### src/rtl/p17_pkg.sv
package p17_pkg;
    localparam int NUM_SW = 13;
    localparam int LVL_W  = 5;
    // gate bit index for switch Sk is k-1
    localparam int S1  = 0;
    localparam int S2  = 1;
    localparam int S3  = 2;
    localparam int S4  = 3;
    localparam int S5  = 4;
    localparam int S6  = 5;
    localparam int S7  = 6;
    localparam int S8  = 7;
    localparam int S9  = 8;
    localparam int S10 = 9;
    localparam int S11 = 10;
    localparam int S12 = 11;
    localparam int S13 = 12;
endpackage

### src/rtl/p17_ref_gen.sv
module p17_ref_gen #(
    parameter int PHASE_W = 32,
    parameter int LUT_AW  = 6,
    parameter int SIN_W   = 12,
    parameter int MI_W    = 8,
    parameter int REF_W   = 11
) (
    input  logic               clk,
    input  logic               rst,
    input  logic               en,
    input  logic [PHASE_W-1:0] freq,
    input  logic [MI_W-1:0]    mi,
    output logic [REF_W-1:0]   ref_abs,
    output logic               ref_neg
);
    localparam int LUT_N  = 1 << LUT_AW;
    localparam int PROD_W = SIN_W + MI_W;
    localparam int SHIFT  = PROD_W - REF_W;
    localparam int LOW_W  = PHASE_W - 2 - LUT_AW;

    // integer rational sine approximation over one quarter wave
    function automatic logic [SIN_W-1:0] sine_pt(input int idx);
        longint x;
        longint h;
        longint num;
        longint den;
        x   = longint'(idx);
        h   = 2 * longint'(LUT_N);
        num = 4 * x * (h - x);
        den = (5 * h * h) / 4 - x * (h - x);
        return SIN_W'((((longint'(1) << SIN_W) - 1) * num) / den);
    endfunction

    logic [SIN_W-1:0] lut [LUT_N];
    for (genvar g = 0; g < LUT_N; g++) begin : g_lut
        assign lut[g] = sine_pt(g);
    end

    typedef struct packed {
        logic [PHASE_W-1:0] phase;
    } ref_st_t;

    ref_st_t st_d, st_q;

    always_comb begin
        st_d = st_q;
        if (en) st_d.phase = st_q.phase + freq;
        else    st_d.phase = '0;
    end

    always_ff @(posedge clk) begin
        if (rst) st_q <= '0;
        else     st_q <= st_d;
    end

    logic [LUT_AW-1:0] addr_raw, addr;
    logic [SIN_W-1:0]  sine;
    logic [PROD_W-1:0] prod;

    assign addr_raw = st_q.phase[PHASE_W-3 -: LUT_AW];
    assign addr     = st_q.phase[PHASE_W-2] ? ~addr_raw : addr_raw;
    assign sine     = lut[addr];
    assign prod     = {{MI_W{1'b0}}, sine} * {{SIN_W{1'b0}}, mi};
    assign ref_abs  = prod[PROD_W-1 -: REF_W];
    assign ref_neg  = st_q.phase[PHASE_W-1];

    logic unused_low_bits;
    assign unused_low_bits = ^{st_q.phase[LOW_W-1:0], prod[SHIFT-1:0]};
endmodule

### src/rtl/p17_level_sel.sv
module p17_level_sel
    import p17_pkg::*;
#(
    parameter int NLEV    = 8,
    parameter int BAND_W  = 8,
    parameter int CAR_DIV = 20,
    parameter int REF_W   = 11
) (
    input  logic                    clk,
    input  logic                    rst,
    input  logic                    en,
    input  logic [REF_W-1:0]        ref_abs,
    input  logic                    ref_neg,
    output logic signed [LVL_W-1:0] level,
    output logic                    pol_neg
);
    localparam int BAND  = 1 << BAND_W;
    localparam int DIV_W = (CAR_DIV > 1) ? $clog2(CAR_DIV) : 1;
    localparam int MAG_W = $clog2(NLEV + 1);
    localparam int CMP_W = REF_W + 1;

    typedef struct packed {
        logic [BAND_W-1:0]        cnt;
        logic                     down;
        logic [DIV_W-1:0]         div;
        logic signed [LVL_W-1:0]  level;
        logic                     pol_neg;
    } lvl_st_t;

    lvl_st_t st_d, st_q;

    // one comparator per stacked carrier
    logic [NLEV-1:0] exceed;
    for (genvar g = 0; g < NLEV; g++) begin : g_cmp
        assign exceed[g] = {1'b0, ref_abs} > (CMP_W'(g * BAND) + CMP_W'(st_q.cnt));
    end

    logic [MAG_W-1:0] mag;
    logic [LVL_W-1:0] mag_ext;

    always_comb begin
        mag = '0;
        for (int k = 0; k < NLEV; k++) mag = mag + MAG_W'(exceed[k]);
        mag_ext = LVL_W'(mag);
        st_d = st_q;
        if (!en) begin
            st_d = '0;
        end else begin
            if (st_q.div == DIV_W'(CAR_DIV - 1)) begin
                st_d.div = '0;
                if (!st_q.down) begin
                    if (st_q.cnt == BAND_W'(BAND - 1)) begin
                        st_d.down = 1'b1;
                        st_d.cnt  = st_q.cnt - 1'b1;
                    end else begin
                        st_d.cnt  = st_q.cnt + 1'b1;
                    end
                end else begin
                    if (st_q.cnt == '0) begin
                        st_d.down = 1'b0;
                        st_d.cnt  = st_q.cnt + 1'b1;
                    end else begin
                        st_d.cnt  = st_q.cnt - 1'b1;
                    end
                end
            end else begin
                st_d.div = st_q.div + 1'b1;
            end
            st_d.level = ref_neg ? -$signed(mag_ext) : $signed(mag_ext);
            if (mag != '0) st_d.pol_neg = ref_neg;
        end
    end

    always_ff @(posedge clk) begin
        if (rst) st_q <= '0;
        else     st_q <= st_d;
    end

    assign level   = st_q.level;
    assign pol_neg = st_q.pol_neg;

    a_r1_level_in_range: assert property (@(posedge clk) disable iff (rst)
        (st_q.level >= -LVL_W'(NLEV)) && (st_q.level <= LVL_W'(NLEV)));

    a_r2_carrier_bounded: assert property (@(posedge clk) disable iff (rst)
        (st_q.cnt == BAND_W'(BAND - 1)) |=> !$rose(st_q.cnt == '0));
endmodule

### src/rtl/p17_gate_map.sv
module p17_gate_map
    import p17_pkg::*;
(
    input  logic signed [LVL_W-1:0] level,
    input  logic                    pol_neg,
    output logic [NUM_SW-1:0]       tgt
);
    logic       neg;
    logic [3:0] mag;
    logic [3:0] idx;

    always_comb begin
        neg = level < 0;
        mag = neg ? 4'(-level) : 4'(level);
        idx = mag - 4'd1;
        tgt = '0;
        if (mag == 4'd0) begin
            if (pol_neg) begin
                tgt[S2] = 1'b1;
                tgt[S4] = 1'b1;
            end else begin
                tgt[S1] = 1'b1;
                tgt[S3] = 1'b1;
                tgt[S5] = 1'b1;
            end
        end else begin
            if (neg) begin
                tgt[S1] = 1'b1;
                tgt[S4] = 1'b1;
            end else begin
                tgt[S2] = 1'b1;
                tgt[S3] = 1'b1;
            end
            // capacitor charge switches
            tgt[S8]  = mag[0];
            tgt[S13] = (mag == 4'd2) || (mag == 4'd6);
            tgt[S10] = (mag == 4'd4);
            // series path selection
            tgt[S9]  = idx[1];
            tgt[S11] = !idx[1];
            tgt[S12] = !mag[0];
            tgt[S7]  = (mag <= 4'd4);
            tgt[S6]  = (mag >= 4'd5);
            tgt[S5]  = neg ? (mag <= 4'd4) : (mag >= 4'd5);
        end
    end
endmodule

### src/rtl/p17_dead_time.sv
module p17_dead_time
    import p17_pkg::*;
#(
    parameter int DEAD_CYC = 100
) (
    input  logic              clk,
    input  logic              rst,
    input  logic              en,
    input  logic [NUM_SW-1:0] tgt_i,
    output logic [NUM_SW-1:0] gate
);
    localparam int CNT_W = $clog2(DEAD_CYC + 1);

    typedef struct packed {
        logic [NUM_SW-1:0] tgt;
        logic [NUM_SW-1:0] gate;
        logic [CNT_W-1:0]  cnt;
    } dt_st_t;

    dt_st_t st_d, st_q;

    always_comb begin
        st_d = st_q;
        if (!en) begin
            st_d = '0;
        end else if (tgt_i != st_q.tgt) begin
            st_d.tgt  = tgt_i;
            st_d.gate = tgt_i & st_q.gate;
            st_d.cnt  = CNT_W'(DEAD_CYC);
        end else if (st_q.cnt != '0) begin
            st_d.gate = tgt_i & st_q.gate;
            st_d.cnt  = st_q.cnt - 1'b1;
        end else begin
            st_d.gate = tgt_i;
        end
    end

    always_ff @(posedge clk) begin
        if (rst) st_q <= '0;
        else     st_q <= st_d;
    end

    assign gate = st_q.gate;

    a_r8_rise_after_steady: assert property (@(posedge clk) disable iff (rst)
        ((st_q.gate & ~$past(st_q.gate)) != '0) |-> ($past(tgt_i) == $past(tgt_i, 2)));

    a_r9_off_follows_target: assert property (@(posedge clk) disable iff (rst)
        (st_q.gate & ~$past(tgt_i)) == '0);
endmodule

### src/rtl/p17_gate_gen.sv
module p17_gate_gen
    import p17_pkg::*;
#(
    parameter int PHASE_W  = 32,
    parameter int LUT_AW   = 6,
    parameter int SIN_W    = 12,
    parameter int MI_W     = 8,
    parameter int NLEV     = 8,
    parameter int BAND_W   = 8,
    parameter int CAR_DIV  = 20,
    parameter int DEAD_CYC = 100
) (
    input  logic                    clk_i,
    input  logic                    rst_i,
    input  logic                    en_i,
    input  logic [PHASE_W-1:0]      freq_word_i,
    input  logic [MI_W-1:0]         mod_idx_i,
    output logic [NUM_SW-1:0]       gate_o,
    output logic signed [LVL_W-1:0] level_o
);
    localparam int REF_W = BAND_W + $clog2(NLEV);

    logic [REF_W-1:0]        ref_abs;
    logic                    ref_neg;
    logic signed [LVL_W-1:0] level;
    logic                    pol_neg;
    logic [NUM_SW-1:0]       tgt;

    p17_ref_gen #(
        .PHASE_W(PHASE_W), .LUT_AW(LUT_AW), .SIN_W(SIN_W), .MI_W(MI_W), .REF_W(REF_W)
    ) u_ref (
        .clk(clk_i), .rst(rst_i), .en(en_i), .freq(freq_word_i), .mi(mod_idx_i),
        .ref_abs(ref_abs), .ref_neg(ref_neg)
    );

    p17_level_sel #(
        .NLEV(NLEV), .BAND_W(BAND_W), .CAR_DIV(CAR_DIV), .REF_W(REF_W)
    ) u_lvl (
        .clk(clk_i), .rst(rst_i), .en(en_i), .ref_abs(ref_abs), .ref_neg(ref_neg),
        .level(level), .pol_neg(pol_neg)
    );

    p17_gate_map u_map (
        .level(level), .pol_neg(pol_neg), .tgt(tgt)
    );

    p17_dead_time #(
        .DEAD_CYC(DEAD_CYC)
    ) u_dt (
        .clk(clk_i), .rst(rst_i), .en(en_i), .tgt_i(tgt), .gate(gate_o)
    );

    assign level_o = level;

    a_r10_disable_clears: assert property (@(posedge clk_i) disable iff (rst_i)
        !en_i |=> (gate_o == '0 && level_o == '0));

    a_r11_legs_exclusive: assert property (@(posedge clk_i) disable iff (rst_i)
        !(gate_o[S1] && gate_o[S2]) && !(gate_o[S3] && gate_o[S4]));
endmodule

### config.mk
export PLATFORM = sky130hd
export DESIGN_NAME = p17_gate_gen
export DESIGN_NICKNAME = d
export VERILOG_FILES = /design/src/rtl/p17_pkg.sv /design/src/rtl/p17_ref_gen.sv /design/src/rtl/p17_level_sel.sv /design/src/rtl/p17_gate_map.sv /design/src/rtl/p17_dead_time.sv /design/src/rtl/p17_gate_gen.sv
export SDC_FILE = /design/constraint.sdc
export NUM_CORES = 1
export LEC_CHECK = 0
export BUFFER_PORTS_ARGS = -buffer_cell sky130_fd_sc_hd__buf_4
export CORE_MARGIN = 1.5
export CORE_UTILIZATION = 30
export CTS_CLUSTER_DIAMETER = 120
export CTS_CLUSTER_SIZE = 25
export DETAILED_ROUTE_END_ITERATION = 6
export GPL_TIMING_DRIVEN = 0
export PLACE_DENSITY = 0.56
export SYNTH_ARGS = -nofsm -noshare
export SYNTH_HDL_FRONTEND = slang
export SYNTH_SLANG_ARGS = --single-unit
### constraint.sdc
create_clock -name clk_i -period 10.6 [get_ports clk_i]
set_input_delay 2.65 -clock clk_i [delete_from_list [all_inputs] [get_ports clk_i]]
set_output_delay 2.65 -clock clk_i [all_outputs]
set_load 0.01 [all_outputs]
======== After elaboration in Yosys (flattened, before gate mapping) ========
Memories as Yosys holds them, arrays and structs flattened.
Cells that the tools add are included.
word-level totals
  flip-flop bits (word level) ............. 85
  bits in latches ......................... 0
  bits in writable memories ............... 0
  bits in read-only memories .............. 768
  input port bits ......................... 43
  memories ................................ 1
memory list
  name             depth  bits a word  rd ports  clocked after memory_dff  write ports  line               text
  (no name shown)  64     12           1         0                         0            p17_ref_gen.sv:62  assign sine = lut[addr];
operators by class
  add/sub/neg operators ................... 22
  multipliers ............................. 1
  divide/modulo/power cells ............... 0
  $lt $le $gt $ge ......................... 12
  equal/unequal tests ..................... 6
  shift-type cells ........................ 0
  multiplexer cells ....................... 20
  bitwise logic cells ..................... 5
  reduce and logical (&&, ||, !) cells .... 12
operators by type and width
  operator                 number
  $gt A11 B12 Y1           7
  $add A11 B8 Y12 const A  4
  $add A32 B32 Y32         1
  $add A4 B1 Y4            6
  $mux W12                 2
  $mux W8                  3
  $add A10 B8 Y11 const A  2
  $mul A12 B8 Y20          1
  $mux W20                 1
  $and A13 B13 Y13         1
  $mux W13                 1
  $ne A13 B13 Y1           1
  $gt A11 B8 Y1            1
  $add A9 B8 Y10 const A   1
  $mux W9                  1
  $reduce_or A3 Y1         3
  $add A8 B1 Y8 const B    1
  $eq A4 B3 Y1 const B     2
  $eq A8 B8 Y1 const B     1
  $logic_not A8 Y1         1
  $mux W4                  2
  $sub A8 B1 Y8 const B    1
  $ge A7 B7 Y1 const B     1
  $mux W7                  1
  other kinds (25)         32

======== Depth between registers and ports, before layout ========
  word-level depth ........................ 17
  mapped depth ............................ 53
  depth with buffers taken out ............ 48

======== Hierarchy ========
Synthesis repeated with hierarchy kept, for this count alone.
unflattened totals
  cells, all modules ...................... 1253
  area, all modules ....................... 10405.0 um^2
modules (own cells, without submodules)
  module         times used  cells an instance  area an instance (um^2)
  p17_ref_gen    1           860                6889.1
  p17_level_sel  1           189                1642.8
  p17_dead_time  1           139                1450.1
  p17_gate_map   1           65                 422.9

======== Worst setup path before layout ========
Ideal clock, no wire load.
  path kind ............................... register to register
  start ................................... register u_ref.st_q[30] in the netlist's numbering
  end ..................................... register u_lvl.st_q, in the netlist u_lvl.pol_neg
  library setup time ...................... 0.128 ns
  arrival ................................. 11.133 ns
  slack ................................... -0.661 ns
  cell stages (with the launch flop) ...... 51
  clock period less this slack ............ 11.261 ns
  cells stage by stage .................... dfxtp_1 -> buf_6 -> buf_4 -> buf_2 -> buf_2 -> xnor2_1 -> inv_1 -> ha_1 -> clkbuf_1 -> o31ai_1 -> a21oi_1 -> o211ai_1 -> a221oi_1 -> o211ai_1 -> inv_1 -> and2_1 -> fa_1 -> inv_1 -> [15 not listed] -> o21a_1 -> o21ai_0 -> a21oi_1 -> nor4b_1 -> a211oi_1 -> or2_1 -> ha_1 -> inv_1 -> fa_1 -> fa_1 -> fa_1 -> inv_1 -> fa_1 -> inv_1 -> ha_1 -> nand2_1 -> a21oi_1 -> nor2_1
on the way
  word-level cells in the longest chain between the ends .. 15
  elaborated cells between the ends (all ways) .. 22
  classes of those cells .................. add/sub (7); mul (1); order compare (8); mux (3); bitwise (1); reduce/logical (1); memory (1)
ends and longest elaborated chain
  what                                             line                 text
  start, declared                                  p17_ref_gen.sv:43    ref_st_t st_d, st_q;
  start signal, assigned                           p17_ref_gen.sv:53    else st_q <= st_d;
  $mux W6 (*)                                      p17_ref_gen.sv:61    assign addr = st_q.phase[PHASE_W-2] ? ~addr_raw : addr_raw;
  $not A6 Y7 (implied by the code) (*)             p17_ref_gen.sv:62
  $mem_v2 Z64 W12 (*)                              -
  $mux W12 (implied by the code) (*) (2 in a row)  p17_ref_gen.sv:62
  $mul A12 B8 Y20 (*)                              p17_ref_gen.sv:63    assign prod = {{MI_W{1'b0}}, sine} * {{SIN_W{1'b0}}, mi};
  $gt A11 B12 Y1 or $gt A11 B8 Y1 (tied branches)  p17_level_sel.sv:35  assign exceed[g] = {1'b0, ref_abs} > (CMP_W'(g * BAND) + CMP_W'(st_q.cnt));
  $add A1 B1 Y2                                    p17_level_sel.sv:43  for (int k = 0; k < NLEV; k++) mag = mag + MAG_W'(exceed[k]);
  $add A4 B1 Y4 (5 in a row)                       p17_level_sel.sv:43
  $add A4 B1 Y4 (*)                                p17_level_sel.sv:43
  $reduce_bool A4 Y1 (*)                           p17_level_sel.sv:70  if (mag != '0) st_d.pol_neg = ref_neg;
  end signal, assigned                             p17_level_sel.sv:76  else st_q <= st_d;
  end, declared                                    p17_level_sel.sv:30  lvl_st_t st_d, st_q;
Every way passes the cells marked *; elsewhere a longest branch is shown, timed or not. The select of a mux whose other input is x is not followed.
A chain may end at the register's enable or synchronous reset.

======== Worst setup path in the final report ========
  start ................................... input mod_idx_i[4]
  end ..................................... register u_lvl.st_q, in the netlist u_lvl.level[2]
on the way
  word-level cells in the longest chain between the ends .. 11
  elaborated cells between the ends (all ways) .. 18
  classes of those cells .................. add/sub (8); mul (1); order compare (8); mux (1)
ends and longest elaborated chain
  what                                             line                 text
  start, declared                                  p17_gate_gen.sv:17   input logic [MI_W-1:0] mod_idx_i,
  $mul A12 B8 Y20 (*)                              p17_ref_gen.sv:63
  $gt A11 B12 Y1 or $gt A11 B8 Y1 (tied branches)  p17_level_sel.sv:35
  $add A1 B1 Y2                                    p17_level_sel.sv:43
  $add A4 B1 Y4 (5 in a row)                       p17_level_sel.sv:43
  $add A4 B1 Y4 (*)                                p17_level_sel.sv:43
  $neg A4 Y5                                       p17_level_sel.sv:69  st_d.level = ref_neg ? -$signed(mag_ext) : $signed(mag_ext);
  $mux W4 (*)                                      p17_level_sel.sv:69
Every way passes the cells marked *; elsewhere a longest branch is shown, timed or not.

==> impl_metrics.env <==
export IMPL_post_drt_wl_per_cell_um=14.7
export IMPL_cts_clk_slew_worst_paths_ns=0.07
export IMPL_via_per_inst=5.05
export IMPL_finalWorstSetupSlack_ns=-0.0443
export IMPL_async_flop_share=0
export IMPL_gr_usage_met2=0.258
export IMPL_synth_net_count=1403
export IMPL_synth_ff_latch_count=85
export IMPL_fin_util=0.370
export IMPL_fmax_mhz=93.9
export IMPL_netlist_cell_type_count=77
export IMPL_hold_class="reg -> reg"
export IMPL_synth_simple_gate_area_frac=0.214
export IMPL_global_placer_s_final_weighted_congestion=0.897
export IMPL_detailedRoute_firstIterationViolations=593
export IMPL_clock_root_buffer="clkbuf_16"
export IMPL_synth_edff_count=0
export IMPL_post_synth_fa_ha_maj_area_fraction=0.257
export IMPL_port_buffer_count=60
export IMPL_setup_worst_path_start_class="input pin"
export IMPL_first_pass_grt_wire_length_um=41900
export IMPL_postRouteAntennaNets=0
export IMPL_highest_utilization_routing_layer_at_the_global_route_stage="met2"
export IMPL_critPathMostFrequentCell="fa_1"
export IMPL_hold_violations=0
export IMPL_floorplan_die_area_mm2=0.0334
export IMPL_placement_rows=65
export IMPL_cp_buffers_inverters=8
export IMPL_synth_seq_area_share=0.175
export IMPL_status="finished, violations left"
export IMPL_synth_area_mm2=0.00970
export IMPL_synth_top_family_by_area="adder cells"
export IMPL_final_setup_violations=5
export IMPL_post_layout_nonfiller_instances=1708
export IMPL_slowest_stage="fa_1"
export IMPL_vias=8632
export IMPL_grt_max_degree=19
export IMPL_grt_util_met3=0.0207
export IMPL_crit_arrival_ns=10.87
export IMPL_starting_utilization_of_the_core_area=0.306
export IMPL_grt_use_met1=0.206
export IMPL_yosys_area_top_type_share=0.175
export IMPL_synthesis_instances=1199
export IMPL_grt_setup_unrepaired="yes"
export IMPL_die_x_um=183
export IMPL_report_final_slew_viol_count=0
export IMPL_cts_sinks=85
export IMPL_netlist_top_cell_by_area="dfxtp_1"
export IMPL_layout_area_overhead_vs_synth_pct=20.9
export IMPL_first_global_vias=8361
export IMPL_synthTopCellsByArea="dfxtp_1, fa_1, ha_1"
export IMPL_worst_slew_pin_slew_ns=1.03
export IMPL_synth_mux_area_fraction=0.0228
export IMPL_timing_max_cap_violations=0
export IMPL_max_clock_path_buffers=2
export IMPL_synth_warnings=0
export IMPL_maxSlewHeadroom=0.298
export IMPL_required_ns=10.82
export IMPL_timing_final_crit_share=1.00
export IMPL_clock_tree_from_tritoncts="yes"
export IMPL_path_class="in -> reg"
export IMPL_post_synth_xor_area_fraction=0.0682
export IMPL_grt_total_usage=0.153
export IMPL_insertedDiodeCount=0
export IMPL_critical_path_top_delay_family="adder cells"
export IMPL_critPathMaxStageDelay_ns=0.56
export IMPL_final_nets=1505
export IMPL_failed_checks="negative setup slack"
export IMPL_floorplan_io_pins=61
export IMPL_endpoint_kind="register"
export IMPL_worst_clock_skew_ns=0.0132
export IMPL_grt_antenna_before_repair=0
export IMPL_top_fanout_value_on_the_critical_path=5
export IMPL_worstSkewPairLatency_ns=0.35
export IMPL_synth_flop_type="dfxtp_1"
export IMPL_drtPass1Iterations=5
export IMPL_grt_remaining_overflow=0
export IMPL_post_cts_hold_buffer_count=0
export IMPL_synth_compound_area_frac=0.182
export IMPL_period_needed_ns=10.64
export IMPL_route_detailed_drc=0
export IMPL_fraction_of_layout_instances_using_a_drive_strength_above_1=0.181
export IMPL_core_area_mm2=0.0317
export IMPL_post_synth_cell_area_avg_um2=8.09
export IMPL_drt_total_wl_um=25200
export IMPL_post_place_cells=1661
export IMPL_htree_levels=3
export IMPL_die_y_um=183
export IMPL_total_clock_buffers_created_by_cts=9
export IMPL_detailed_place_hpwl_um=19700
==> area by class of cell <==
type	instances	area, um^2
Fill cell	3285	20000
Timing Repair Buffer	96	739
Tap cell	402	503
Sequential cell	85	1710
Clock inverter	7	73.8
Buffer	63	477
Clock buffer	9	225
Multi-Input combinational cell	937	7590
Inverter	109	414
==> cells in the mapped netlist (4+ instances only) <==
| cell | instances |
|---|---|
| buf_4 | 19 |
| nor4b_1 | 5 |
| buf_2 | 12 |
| xor2_1 | 32 |
| nand4_1 | 17 |
| buf_1 | 5 |
| mux2i_1 | 15 |
| a211o_1 | 5 |
| a221oi_1 | 6 |
| a211oi_1 | 6 |
| and2_1 | 67 |
| o21a_1 | 26 |
| nor4_1 | 6 |
| or3_1 | 4 |
| nor3b_1 | 8 |
| a31oi_1 | 17 |
| xnor2_1 | 38 |
| dfxtp_1 | 85 |
| nor3_1 | 24 |
| fa_1 | 64 |
| nand2b_1 | 11 |
| nand3_1 | 19 |
| and3_1 | 8 |
| a22oi_1 | 4 |
| a311oi_1 | 5 |
| ha_1 | 97 |
| nand3b_1 | 7 |
| nor2_1 | 102 |
| nand2_1 | 100 |
| inv_1 | 109 |
| o22ai_1 | 7 |
| a21o_1 | 31 |
| a21oi_1 | 65 |
| clkbuf_1 | 29 |
| o21ai_0 | 51 |
| or2_2 | 4 |
| o211ai_1 | 6 |
| o21ai_1 | 7 |
| nor2b_1 | 15 |
==> metal layers <==
| metal | part of all wire | vias up |
|---|---|---|
| met3 | 0.040 | 35 |
| met4 | 0.017 | 0 |
| met2 | 0.47 | 187 |
| li1 | - | 4315 |
| met1 | 0.47 | 4095 |
| met5 | 0 | - |
==> state kept, by name (all words and copies together), names as in the netlist <==
name,flops
u_dt.st_q,20
u_dt.gate,13
u_ref.st_q,32
u_lvl.pol_neg,1
u_lvl.level,5
u_lvl.st_q,14
==> worst register-to-register path, delay by kind of cell, from the launching register on <==
family	cells	cell delay, ns
AOI/OAI and AO/OA	15	2.63
xor gates and xnor gates	3	0.54
and+or+nand+nor	7	0.91
adders and majority gates	13	4.78
buffers and inverters	11	1.16
DFF	1	0.37
==> placed cells by master, fill, tap and decap left out, drive strengths merged, types with 39 or more instances in the layout <==
cell type / netlist / routed
xnor2: 39 / 39
inv: 109 / 113
and2: 68 / 68
nand2: 100 / 100
nor2: 103 / 103
o21ai: 58 / 58
buf: 39 / 133
a21oi: 65 / 65
fa: 64 / 64
ha: 97 / 97
dfxtp: 85 / 85
==> final timing paths <==
path	startpoint	to	slack, ns	depth (start not counted)
worst max-delay path	mod_idx_i[4]	u_lvl.level[2]	-0.04	39
worst min-delay path	u_lvl.st_q[6]	u_lvl.st_q[6]	0.45	1
worst max register to register	u_ref.st_q[30]	u_lvl.level[2]	0.08	49
worst min register to register	u_lvl.st_q[6]	u_lvl.st_q[6]	0.45	1
==> stage by stage <==
stage	TNS [ns]	hold slack (ns)	area, um^2	worst slack (ns)
final	-0.115	0.451	11700	-0.0443
after detailed placement	-9.00	0.441	10700	-1.64
after global placement	-8.55	0.436	10700	-1.57
after floorplan	0	0.418	9790	0.0124
after CTS	-0.760	0.456	11500	-0.174
after global routing	-1.98	0.470	11700	-0.415
==> repair_timing <==
item,in CTS,in global routing
buffers inserted,23,13
pin swaps,34,26
setup endpoints to repair,6,6
hold endpoints to repair,0,0
gates resized for setup,62,53
==> cell families (layout without fill, tap and decap cells) <==
logic type,count (synthesis),count (layout)
XOR/XNOR,73,73
multiplexers,20,20
AO/OA/AOI/OAI,271,271
AND/OR/NAND/NOR,412,412
flip-flops,85,85
adder cells (fa/ha/maj),161,161
buffers and inverters,177,284
Power is left out: the tool's default activity adds up to more than one toggle a clock period on the data nets, which glitch-free logic cannot reach.
